### src/rtl/segkey_pkg.sv
package segkey_pkg;
  localparam int ADDR_W = 2;
  localparam logic [ADDR_W-1:0] ADDR_STROBE  = 2'd0;
  localparam logic [ADDR_W-1:0] ADDR_MODE    = 2'd1;
  localparam logic [ADDR_W-1:0] ADDR_KEYPORT = 2'd2;

  typedef struct packed {
    logic keyPhase;   // current slot belongs to the strobe phase
    logic loadStrobe; // last segment cycle: move pending pattern to active
    logic wrStrobe;   // host is writing the pattern register now
    logic capture;    // last strobe cycle with scanning active
  } ctrl_strobe_t;
endpackage

### src/rtl/segkey_ctrl.sv
module segkey_ctrl
  import segkey_pkg::*;
#(
  parameter int SEG_CYC = 6,
  parameter int KEY_CYC = 2
) (
  input  logic              clk,
  input  logic              rst_n,
  input  logic              wrEn,
  input  logic [ADDR_W-1:0] wrAddr,
  input  logic [1:0]        modeBits,
  output ctrl_strobe_t      strobes,
  output logic              keyEn,
  output logic              dispOn
);
  localparam int FRAME = SEG_CYC + KEY_CYC;
  localparam int CW    = (FRAME > 1) ? $clog2(FRAME) : 1;
  localparam logic [CW-1:0] LAST_SLOT = CW'(FRAME - 1);
  localparam logic [CW-1:0] LAST_SEG  = CW'(SEG_CYC - 1);
  localparam logic [CW-1:0] FIRST_KEY = CW'(SEG_CYC);

  logic [CW-1:0] slotCnt;

  always_ff @(posedge clk) begin
    if (!rst_n) begin
      slotCnt <= '0;
    end else if (slotCnt == LAST_SLOT) begin
      slotCnt <= '0;
    end else begin
      slotCnt <= slotCnt + 1'b1;
    end
  end

  always_ff @(posedge clk) begin
    if (!rst_n) begin
      keyEn  <= 1'b0;
      dispOn <= 1'b0;
    end else if (wrEn && wrAddr == ADDR_MODE) begin
      keyEn  <= modeBits[0];
      dispOn <= modeBits[1];
    end
  end

  always_comb begin
    strobes.keyPhase   = (slotCnt >= FIRST_KEY);
    strobes.loadStrobe = (slotCnt == LAST_SEG);
    strobes.wrStrobe   = wrEn && (wrAddr == ADDR_STROBE);
    strobes.capture    = (slotCnt == LAST_SLOT) && keyEn && dispOn;
  end
endmodule

### src/rtl/segkey_dp.sv
module segkey_dp
  import segkey_pkg::*;
#(
  parameter int PIN_W = 16,
  parameter int KEY_W = 4
) (
  input  logic              clk,
  input  logic              rst_n,
  input  ctrl_strobe_t      strobes,
  input  logic              keyEn,
  input  logic              dispOn,
  input  logic [PIN_W-1:0]  segData,
  input  logic [PIN_W-1:0]  wrData,
  input  logic [KEY_W-1:0]  keyIn,
  input  logic [ADDR_W-1:0] rdAddr,
  output logic [KEY_W-1:0]  rdData,
  output logic [PIN_W-1:0]  pinOut
);
  logic [PIN_W-1:0] pendPattern;
  logic [PIN_W-1:0] livePattern;
  logic [KEY_W-1:0] keyPort;

  always_ff @(posedge clk) begin
    if (!rst_n) begin
      pendPattern <= '0;
    end else if (strobes.wrStrobe) begin
      pendPattern <= wrData;
    end
  end

  // a write in the boundary cycle is forwarded straight to the live copy
  always_ff @(posedge clk) begin
    if (!rst_n) begin
      livePattern <= '0;
    end else if (strobes.loadStrobe) begin
      livePattern <= strobes.wrStrobe ? wrData : pendPattern;
    end
  end

  always_ff @(posedge clk) begin
    if (!rst_n) begin
      keyPort <= '0;
    end else if (strobes.capture) begin
      keyPort <= keyIn;
    end
  end

  always_comb begin
    if (!dispOn) begin
      pinOut = '0;
    end else if (strobes.keyPhase && keyEn) begin
      pinOut = livePattern;
    end else begin
      pinOut = segData;
    end
  end

  assign rdData = (rdAddr == ADDR_KEYPORT) ? keyPort : '0;
endmodule

### src/rtl/segkey_mux.sv
module segkey_mux
  import segkey_pkg::*;
#(
  parameter int PIN_W   = 16,
  parameter int KEY_W   = 4,
  parameter int SEG_CYC = 6,
  parameter int KEY_CYC = 2
) (
  input  logic              clk,
  input  logic              rst_n,
  input  logic [PIN_W-1:0]  segData,
  input  logic [KEY_W-1:0]  keyIn,
  input  logic              wrEn,
  input  logic [ADDR_W-1:0] wrAddr,
  input  logic [PIN_W-1:0]  wrData,
  input  logic [ADDR_W-1:0] rdAddr,
  output logic [KEY_W-1:0]  rdData,
  output logic [PIN_W-1:0]  pinOut,
  output logic              keyPhase
);
  ctrl_strobe_t strobes;
  logic keyEn;
  logic dispOn;

  segkey_ctrl #(.SEG_CYC(SEG_CYC), .KEY_CYC(KEY_CYC)) u_ctrl (
    .clk(clk), .rst_n(rst_n), .wrEn(wrEn), .wrAddr(wrAddr),
    .modeBits(wrData[1:0]), .strobes(strobes), .keyEn(keyEn), .dispOn(dispOn)
  );

  segkey_dp #(.PIN_W(PIN_W), .KEY_W(KEY_W)) u_dp (
    .clk(clk), .rst_n(rst_n), .strobes(strobes), .keyEn(keyEn), .dispOn(dispOn),
    .segData(segData), .wrData(wrData), .keyIn(keyIn), .rdAddr(rdAddr),
    .rdData(rdData), .pinOut(pinOut)
  );

  assign keyPhase = strobes.keyPhase;
endmodule

### config.mk
export PLATFORM = sky130hd
export DESIGN_NAME = segkey_mux
export DESIGN_NICKNAME = d
export VERILOG_FILES = /design/src/rtl/segkey_pkg.sv /design/src/rtl/segkey_ctrl.sv /design/src/rtl/segkey_dp.sv /design/src/rtl/segkey_mux.sv
export SDC_FILE = /design/constraint.sdc
export NUM_CORES = 1
export LEC_CHECK = 0
export ABC_AREA = 1
export CORE_UTILIZATION = 45
export CTS_CLUSTER_SIZE = 30
export DETAILED_ROUTE_END_ITERATION = 8
export HOLD_SLACK_MARGIN = 0.03
export PLACE_DENSITY = 0.78
export SLEW_MARGIN = 30
export SYNTH_ARGS = -nofsm -noshare
export SYNTH_HDL_FRONTEND = slang
export SYNTH_HIERARCHICAL = 1
export SYNTH_SLANG_ARGS = --single-unit
### constraint.sdc
create_clock -name clk -period 3 [get_ports clk]
set_input_delay 0.45 -clock clk [delete_from_list [all_inputs] [get_ports clk]]
set_output_delay 0.45 -clock clk [all_outputs]
set_load 0.03 [all_outputs]
After elaboration in Yosys (flattened, before gate mapping)
Cells that the tools add are included.
Widths: inputs -> output; s select.
- register bits: 41
- output and inout port bits: 21
- add/sub/neg operators: 1
- magnitude comparators: 1
- eq/ne operators: 4
- muxes and demuxes: 4
- bitwise gates (word level): 1
- reductions and logical operators: 7
- operator list (cell ; number):
    $mux 16 ; 3
    $eq 3x3->1 const B ; 2
    $logic_and 1x1->1 ; 5
    $mux 4 ; 1
    $add 3x1->3 const B ; 1
    $ge 3x3->1 const B ; 1
    $eq 2x1->1 const B ; 1
    $eq 2x2->1 const B ; 1
    $logic_not 2->1 ; 1
    $reduce_or 2->1 ; 1
    $not 1->1 ; 1

Depth between registers and ports, before layout
Gate-level depths: netlist of the first run.
- word-level depth: 4
- gate-level depth with buffers: 10

Hierarchy
Netlist of the first run, hierarchy kept.
- modules (own cells, without submodules) (module ; instances ; cells each ; area an instance (µm²) ; seq. area each (µm²)):
    segkey_dp ; 1 ; 253 ; 1726.7 ; 720.7
    segkey_ctrl ; 1 ; 34 ; 242.7 ; 100.1

Worst setup path before layout of the first run
Ideal clock, no wire load.
- kind: register to output
- from: register u_ctrl.slotCnt[2]
- to: output pinOut[10]
- arrival time: 1.442 ns
- required time: 2.550 ns
- slack: 1.108 ns
- cell stages (with the launch flop): 7
- cells stage by stage: dfxtp_1 nand2_1 inv_1 buf_4 buf_4 a21oi_1 nor2_1
- cells in the longest elaborated chain, start to end: 4
- RTL lines (what ; line ; RTL):
    from (decl) ; segkey_ctrl.sv:22 ; logic [CW-1:0] slotCnt;
    from (signal assigned) ; segkey_ctrl.sv:30 ; slotCnt <= slotCnt + 1'b1;
    $ge 3x3->1 ; segkey_ctrl.sv:45 ; strobes.keyPhase = (slotCnt >= FIRST_KEY);
    via keyPhase ; segkey_mux.sv:19 ; output logic keyPhase
    $logic_and 1x1->1 ; segkey_dp.sv:51 ; end else if (strobes.keyPhase && keyEn) begin
    $mux 16 ; segkey_dp.sv:51 ;
    $mux 16 ; segkey_dp.sv:49 ; if (!dispOn) begin
    to (decl) ; segkey_mux.sv:18 ; output logic [PIN_W-1:0] pinOut,
The timed path passes the listed nets, and every way through them passes these cells.

Worst setup path in the final report of the first run
- from: register u_ctrl.slotCnt[2]
- to: output pinOut[15]
- cells in the longest elaborated chain, start to end: 4
- RTL lines (what ; line):
    $ge 3x3->1 ; segkey_ctrl.sv:45
    $logic_and 1x1->1 ; segkey_dp.sv:51
    $mux 16 ; segkey_dp.sv:51
    $mux 16 ; segkey_dp.sv:49
No other way between the ends.

==> summary.md, run 1 <==
| Metric | Value |
|---|---|
| Worst Hold Class | `reg -> reg` |
| Rows | `23` |
| Hold_sp | `u_ctrl/slotCnt[0]` |
| Hold worst-path end | `u_ctrl/slotCnt[0]` |
| Antenna cell count | `0` |
| Worst-skew pair later-pin latency | `290 ps` |
| First-pass GRT wire length | `6610 um` |
| Clock sinks | `41` |
| Fillers | `382` |
| Fmax | `0.383 GHz` |
| Post-synthesis cell area | `1970 um2` |
| RSZ-0062 raised after global routing | `false` |
| Post-synth net total | `333` |
| Via density | `4.69` |
| Worst r2r src | `u_ctrl/slotCnt[1]` |
| Leak | `1.13 nW` |
| Reg-to-reg endpoint | `u_dp/livePattern[14]` |
| CP peak stage delay | `590 ps` |
| Avg WL per Cell | `10.7 um` |
| Number of flops mapped to enable cells by yosys | `0` |
| Hold-critical path depth | `1` |
| GR Util All Layers | `0.193` |
| CP cell instances | `nand2_1 > inv_1 > nand2_4 > o21ai_0 > nor2_1 > clkdlybuf4s50_1` |
| Critical Path Slowest Stage Cell | `clkdlybuf4s50_1` |
| Worst vdd ir | `275 uV` |
| H-Tree Depth | `2` |
| Synth area leaders | `dfxtp_1 42%, nor2_1 13%, nand2_1 9.0%` |
| CTS tree | `built` |
| Die Wd | `68.2 um` |
| Final #Nets | `389` |
| Worst endpoint required time | `2550 ps` |
| Setup slack after layout | `386 ps` |
| GPL Wtd Cong | `0.770` |
| Largest fanout on the critical path | `18` |
| Slew @ Worst Pin | `880 ps` |
| Power Total | `about 0.0012 W` |
| # setup viols final | `0` |
| CTS Root Cell | `clkbuf_8` |
| Final wirelength | `4220 um` |
| Length in cells of the worst reg-to-reg path | `8` |
| Status | `finished, final reports clean` |
| Clock skew | `3.81 ps` |
| Register bit total from synthesis | `41` |
| Leading area contributor after synthesis | `dfxtp_1` |
| CTS Buffer Depth | `2` |
| CTS Buf Count | `5` |
| Gates resized, CTS repair | `0` |
| Die height | `about 70 um` |
| Vias in the first global route | `1496` |
| Register-to-register setup slack | `1050 ps` |
| Final Hold Viols | `0` |
| Count leader, synth | `nor2_1` |
| Critical path capture point type | `output pin` |
| Post-CTS Hold Fix Bufs | `0` |
| Startpoint types | `register` |
| Setup TNS | `0 ps` |
| DRC | `0` |
| Initial antenna violation count | `0` |
| Worst-path clk slew | `70 ps` |
| Final period utilization | `0.871` |
| Kind of critical path | `reg -> out` |
| Iter 0 DRT Violations | `65` |
| Port Buf Inserts | `63` |
| Die ar. | `4650 um2` |
| Worst slack, placed | `between 700 and 800 ps` |
| Post-CTS Setup Repair Bufs | `0` |
| Core Region | `~4100 um2` |
| Area delta synth->final | `35.1%` |
| Via Count | `1849` |
| Initial Util | `0.482` |
| Post-synthesis sequential area ratio | `0.417` |
| Mean post-synth cell area | `just under 7 um2` |
| # Max-Cap Violations | `0` |
| Placed wire-length estimate | `2870 um` |
| Main synth FF type | `dfxtp_1` |
| Asr flop ratio synth | `0` |
| Slew Viols, Final | `0` |
| Synth Instances | `287` |
| Unique masters post-synth | `21` |
| Grt ovf | `0` |
| Post-synth top area share | `0.417` |
| Warnings from Yosys | `6` |
| Pin count of the biggest net entering global routing | `33` |
| Share of layout cells above drive strength 1 | `0.0640` |
| Most frequent cells after synthesis | `68 x nor2_1, 47 x nand2_1, 41 x dfxtp_1` |
| Final ANT Viol Nets | `0` |
| Headroom to the max-slew limit | `0.410` |
| Arr. time, crit path | `2160 ps` |
| Min cycle time layout | `2610 ps` |
| Crit. Startpoint | `u_ctrl/slotCnt[2]` |
| DRT Pass-1 Iters | `4` |
| Pwr per Cell Area | `445 nW/um2` |
| Ports | `64` |
placed cells by master, fill, tap and decap left out, drive strengths merged:
master / Yosys / routed
clkdlybuf4s50: 0 / 63
inv: 32 / 31
nor3: 1 / 1
nor2: 68 / 68
clkinv: 0 / 1
o21ai: 20 / 20
dfxtp: 41 / 41
buf: 13 / 1
nand2: 58 / 58
bufinv: 0 / 1
nand3: 17 / 17
a21oi: 32 / 32
clkbuf: 2 / 7
ha: 3 / 3
sequential cells by signal, summed over array words and instances, names as in the netlist:
register,count
u_ctrl/dispOn,1
u_ctrl/keyEn,1
u_ctrl/slotCnt,3
u_dp/keyPort,4
u_dp/livePattern,16
u_dp/pendPattern,16
cells by family (layout without fill, tap and decap cells):
family,after synthesis,count (layout),synth area share
simple gates,144,144,0.305
buf+inv,47,104,0.127
compound gates,52,52,0.132
fa+ha+maj,3,3,0.0191
flops,41,41,0.417
metal layers:
metal | GRT usage | routed length (um) | share of wire
met2 | 0.313 | 1920 | 0.45
met3 | 0.0350 | 250 | 0.059
met5 | 0 | 0 | 0
met4 | 0.0938 | 43 | 0.010
met1 | 0.246 | 2010 | 0.48
through the flow:
stage | util | cell area [um2] | hold WS (ps) | cells
finish | 0.651 | 2660 | 463 | 394
global route | 0.651 | 2660 | 486 | 394
floorplan | - | 1970 | 421 | 287
detailed placement | 0.623 | 2540 | 449 | 386
global placement | 0.623 | 2540 | 439 | 386
CTS | 0.651 | 2660 | 466 | 394
worst max path at each step:
| stage | end | slack (ps) | cells after the start |
|---|---|---|---|
| after floorplan | pinOut[10] | 1110 | 6 |
| after global placement | pinOut[0] | 750 | 6 |
| after detailed placement | pinOut[15] | 700 | 6 |
| after CTS | pinOut[15] | 370 | 6 |
| after global routing | pinOut[15] | 180 | 6 |
| final | pinOut[15] | 390 | 6 |
area by class of cell:
cell class | count | area (um2) | share of cell area
clock inverter | 1 | 30.0 | 0.0113
multi-input combinational | 199 | 898 | 0.338
tap | 50 | 62.6 | 0.0235
inverter | 32 | 125 | 0.0470
timing repair buffer | 64 | 638 | 0.240
clock buffer | 7 | 86.3 | 0.0324
sequential | 41 | 821 | 0.308
critical path: cells and delay by family (launching register included):
kind | cells | cell delay, ps
buf+inv | 2 | 970
simple gates | 3 | 310
flops | 1 | 360
compound gates | 1 | 240
power by group:
part | internal, W | switching, W
Sequential | 0.000561 | 0.0000141
Combinational | 0.0000839 | 0.0000725
Clock | 0.000271 | 0.000181
Note: power is estimated with default switching activity, not from simulation.
==> run 2, diff against run 1 <==
- PLACE_DENSITY: 0.78 -> 0.77
- SYNTH_HIERARCHICAL: 1 -> default
==> run 2 against run 1 <==
  * Synthesized area grew 6.9%
  * Maximum frequency shrank 2.1%
  * Critical path depth increased by 2
  * Worst setup slack lost 56 ps
  * Via count grew 5.0%
  * Sequential share of layout area is 1.6 points lower
  * Worst hold slack lost 13 ps
  * Global-route usage rose by 0.48 points
  * Design area is 5.6% higher
  * Sequential cell count is the same
  * Combinational power is 18% higher
  * Critical path type unchanged
  * Critical endpoint is now pinOut[14]
==> summary.md, run 2 <==
| Metric | Value |
|---|---|
| Worst Hold Class | `reg -> reg` |
| Final hold slack | `around 450 ps` |
| Die ar. | `4950 um2` |
| Critical Path Slowest Stage Cell | `clkdlybuf4s50_1` |
| Via density | `4.77` |
| Kind of critical path | `reg -> out` |
| CTS tree | `built` |
| Worst-skew pair later-pin latency | `approximately 290 ps` |
| Compound-Gate Fraction of Synth Area | `0.143` |
| Mean post-synth cell area | `7.09 um2` |
| Synth Area in XOR/XNOR | `0` |
| Worst vdd ir | `roughly 370 uV` |
| Setup TNS | `0 ps` |
| Port Buf Inserts | `63` |
| # setup viols final | `0` |
| Via Count | `between 1500 and 2000` |
| Most common cell after layout, fill and taps aside | `clkdlybuf4s50_1` |
| Rows | `24` |
| Initial Util | `0.477` |
| Count leader, synth | `a21oi_1` |
| Worst endpoint required time | `~2600 ps` |
| Die height | `70.4 um` |
| Arr. time, crit path | `2220 ps` |
| Worst r2r src | `u_ctrl.dispOn` |
| Pwr per Cell Area | `approximately 390 nW/um2` |
| Final wirelength | `~4500 um` |
| Initial antenna violation count | `0` |
| Main combinational cell family by area after synthesis | `simple AND/OR/NAND/NOR gates` |
| Fillers | `415` |
| Post-CTS Setup Repair Bufs | `0` |
| Startpoint types | `register` |
| Die Wd | `70.4 um` |
| Multiplexer share of the synthesized area | `0` |
| Final #Nets | `401` |
| Ports | `64` |
| First-pass GRT wire length | `7950 um` |
| Clock skew | `6.28 ps` |
| Share of layout cells above drive strength 1 | `0.107` |
| Leak | `1.11 nW` |
| Iter 0 DRT Violations | `127` |
| Status | `finished, final reports clean` |
| Largest fanout on the critical path | `33` |
| Simple-gate share of the synthesized area | `0.309` |
| Leading area contributor after synthesis | `dfxtp_1` |
| Area share of fa/ha/maj cells after synthesis | `0.0238` |
| GR Util All Layers | `0.198` |
| Register bit total from synthesis | `41` |
| CP peak stage delay | `680 ps` |
| Vias in the first global route | `1772` |
| Slew Viols, Final | `0` |
| Post-synth top area share | `0.390` |
| H-Tree Depth | `2` |
| Unique masters post-synth | `19` |
| CTS Buf Count | `5` |
| Headroom to the max-slew limit | `0.625` |
| Most frequent cells after synthesis | `54 x a21oi_1, 44 x inv_1, 41 x dfxtp_1, 41 x nand2_1, 40 x nand3_1` |
| Post-synthesis cell area | `2100 um2` |
| Length in cells of the worst reg-to-reg path | `3` |
| Synth Instances | `297` |
| Final Hold Viols | `0` |
| DRT Pass-1 Iters | `4` |
| Final period utilization | `0.890` |
| Hold-critical path depth | `2` |
| Area delta synth->final | `33.5%` |
| Grt ovf | `0` |
| Critical path capture point type | `output pin` |
| Main synth FF type | `dfxtp_1` |
| Synth area leaders | `dfxtp_1 39%, a21oi_1 13%, nand3_1 9.5%` |
| # Max-Cap Violations | `0` |
| Number of flops mapped to enable cells by yosys | `0` |
| CTS Buffer Depth | `2` |
| Avg WL per Cell | `~11 um` |
| Warnings from Yosys | `0` |
| Power Total | `about 0.0011 W` |
| Worst-path clk slew | `70 ps` |
| CP cell instances | `inv_1 > ha_1 > nand2_1 > nand2_4 > nand3_1 > nand2_1 > nor2_1 > clkdlybuf4s50_1` |
| Post-synth net total | `344` |
| Most common cell on crit path | `nand2_1` |
| Fmax | `0.374 GHz` |
| Pin count of the biggest net entering global routing | `34` |
| Top Registers | `u_dp.livePattern (16), u_dp.pendPattern (16), u_dp.keyPort (4)` |
| Min cycle time layout | `2670 ps` |
| CTS Root Cell | `clkbuf_8` |
| Crit. Startpoint | `u_ctrl.slotCnt[0]` |
| Core Region | `between 4000 and 5000 um2` |
| GPL Wtd Cong | `0.760` |
| Slew @ Worst Pin | `between 500 and 600 ps` |
| RSZ-0062 raised after global routing | `false` |
| Hold_sp | `u_ctrl.keyEn` |
| Asr flop ratio synth | `0` |
| DRC | `0` |
| Post-synthesis sequential area ratio | `0.390` |
| Antenna cell count | `0` |
| Clock sinks | `41` |
| Most frequent cells in the layout | `63 x clkdlybuf4s50_1, 54 x a21oi_1, 44 x inv_1` |
| Placed wire-length estimate | `3260 um` |
| Final ANT Viol Nets | `0` |
-- run 2: cell count changes in the layout (fill, tap and decap cells not counted), sizes merged, moves of 4 or more --
cell   before  now
a21oi      32   54
buf         1    5
inv        31   45
nand2      58   54
nand3      17   50
nor2       68   24
o21ai      20    6
-- run 2: metrics by stage --
step	instance area (um2)	std cells	setup WS [ps]	utilization
after floorplan	2100	297	1130	-
after global placement	2720	399	559	0.617
after detailed placement	2720	399	501	0.617
after CTS	2810	407	179	0.635
after global routing	2810	407	106	0.637
final	2810	407	330	0.637
-- run 2: cell families after synthesis --
family / Yosys count
buffers and inverters: 63
AOI/OAI and AO/OA: 60
and+or+nand+nor: 129
DFF: 41
adders and majority gates: 4
-- run 2: metal layers --
layer	global-route usage	vias to the layer above	wire (um)
met2	0.316	48	1980
met3	0.0519	4	287
li1	-	1062	-
met5	0	-	0
met1	0.266	827	2220
met4	0.0467	0	46
-- run 2: final timing paths --
path / end / slack [ps]
max: pinOut[14] / 330
min: u_ctrl.keyEn / 450
max reg2reg: u_dp.keyPort[3] / 1550
min reg2reg: u_ctrl.keyEn / 450
-- run 2: critical path: cells and delay by family (launching register included) --
kind	cells	cell delay, ps
buffers and inverters	2	750
adder cells (fa/ha/maj)	1	190
flip-flops	1	390
AND/OR/NAND/NOR	5	610
-- run 2: what timing repair did --
item / CTS / global route
endpoints found under the setup margin: 0 / 12
hold buffers: 0 / 0
resized for setup: 0 / 1
-- run 2: where the power goes --
part	switching [W]	internal (W)
registers	0.0000113	0.000562
clock network	0.000176	0.000161
logic	0.0000924	0.0000921
total	0.000280	0.000815
-- run 2: area by class of cell --
type	instances	area, um2	area share
clock inverters	2	10.0	0.00356
repair buffers	68	668	0.238
inverters	45	169	0.0601
multi-input cells	193	1000	0.358
flip-flops and latches	41	821	0.292
well taps	52	65.1	0.0232
clock buffers	6	72.6	0.0258
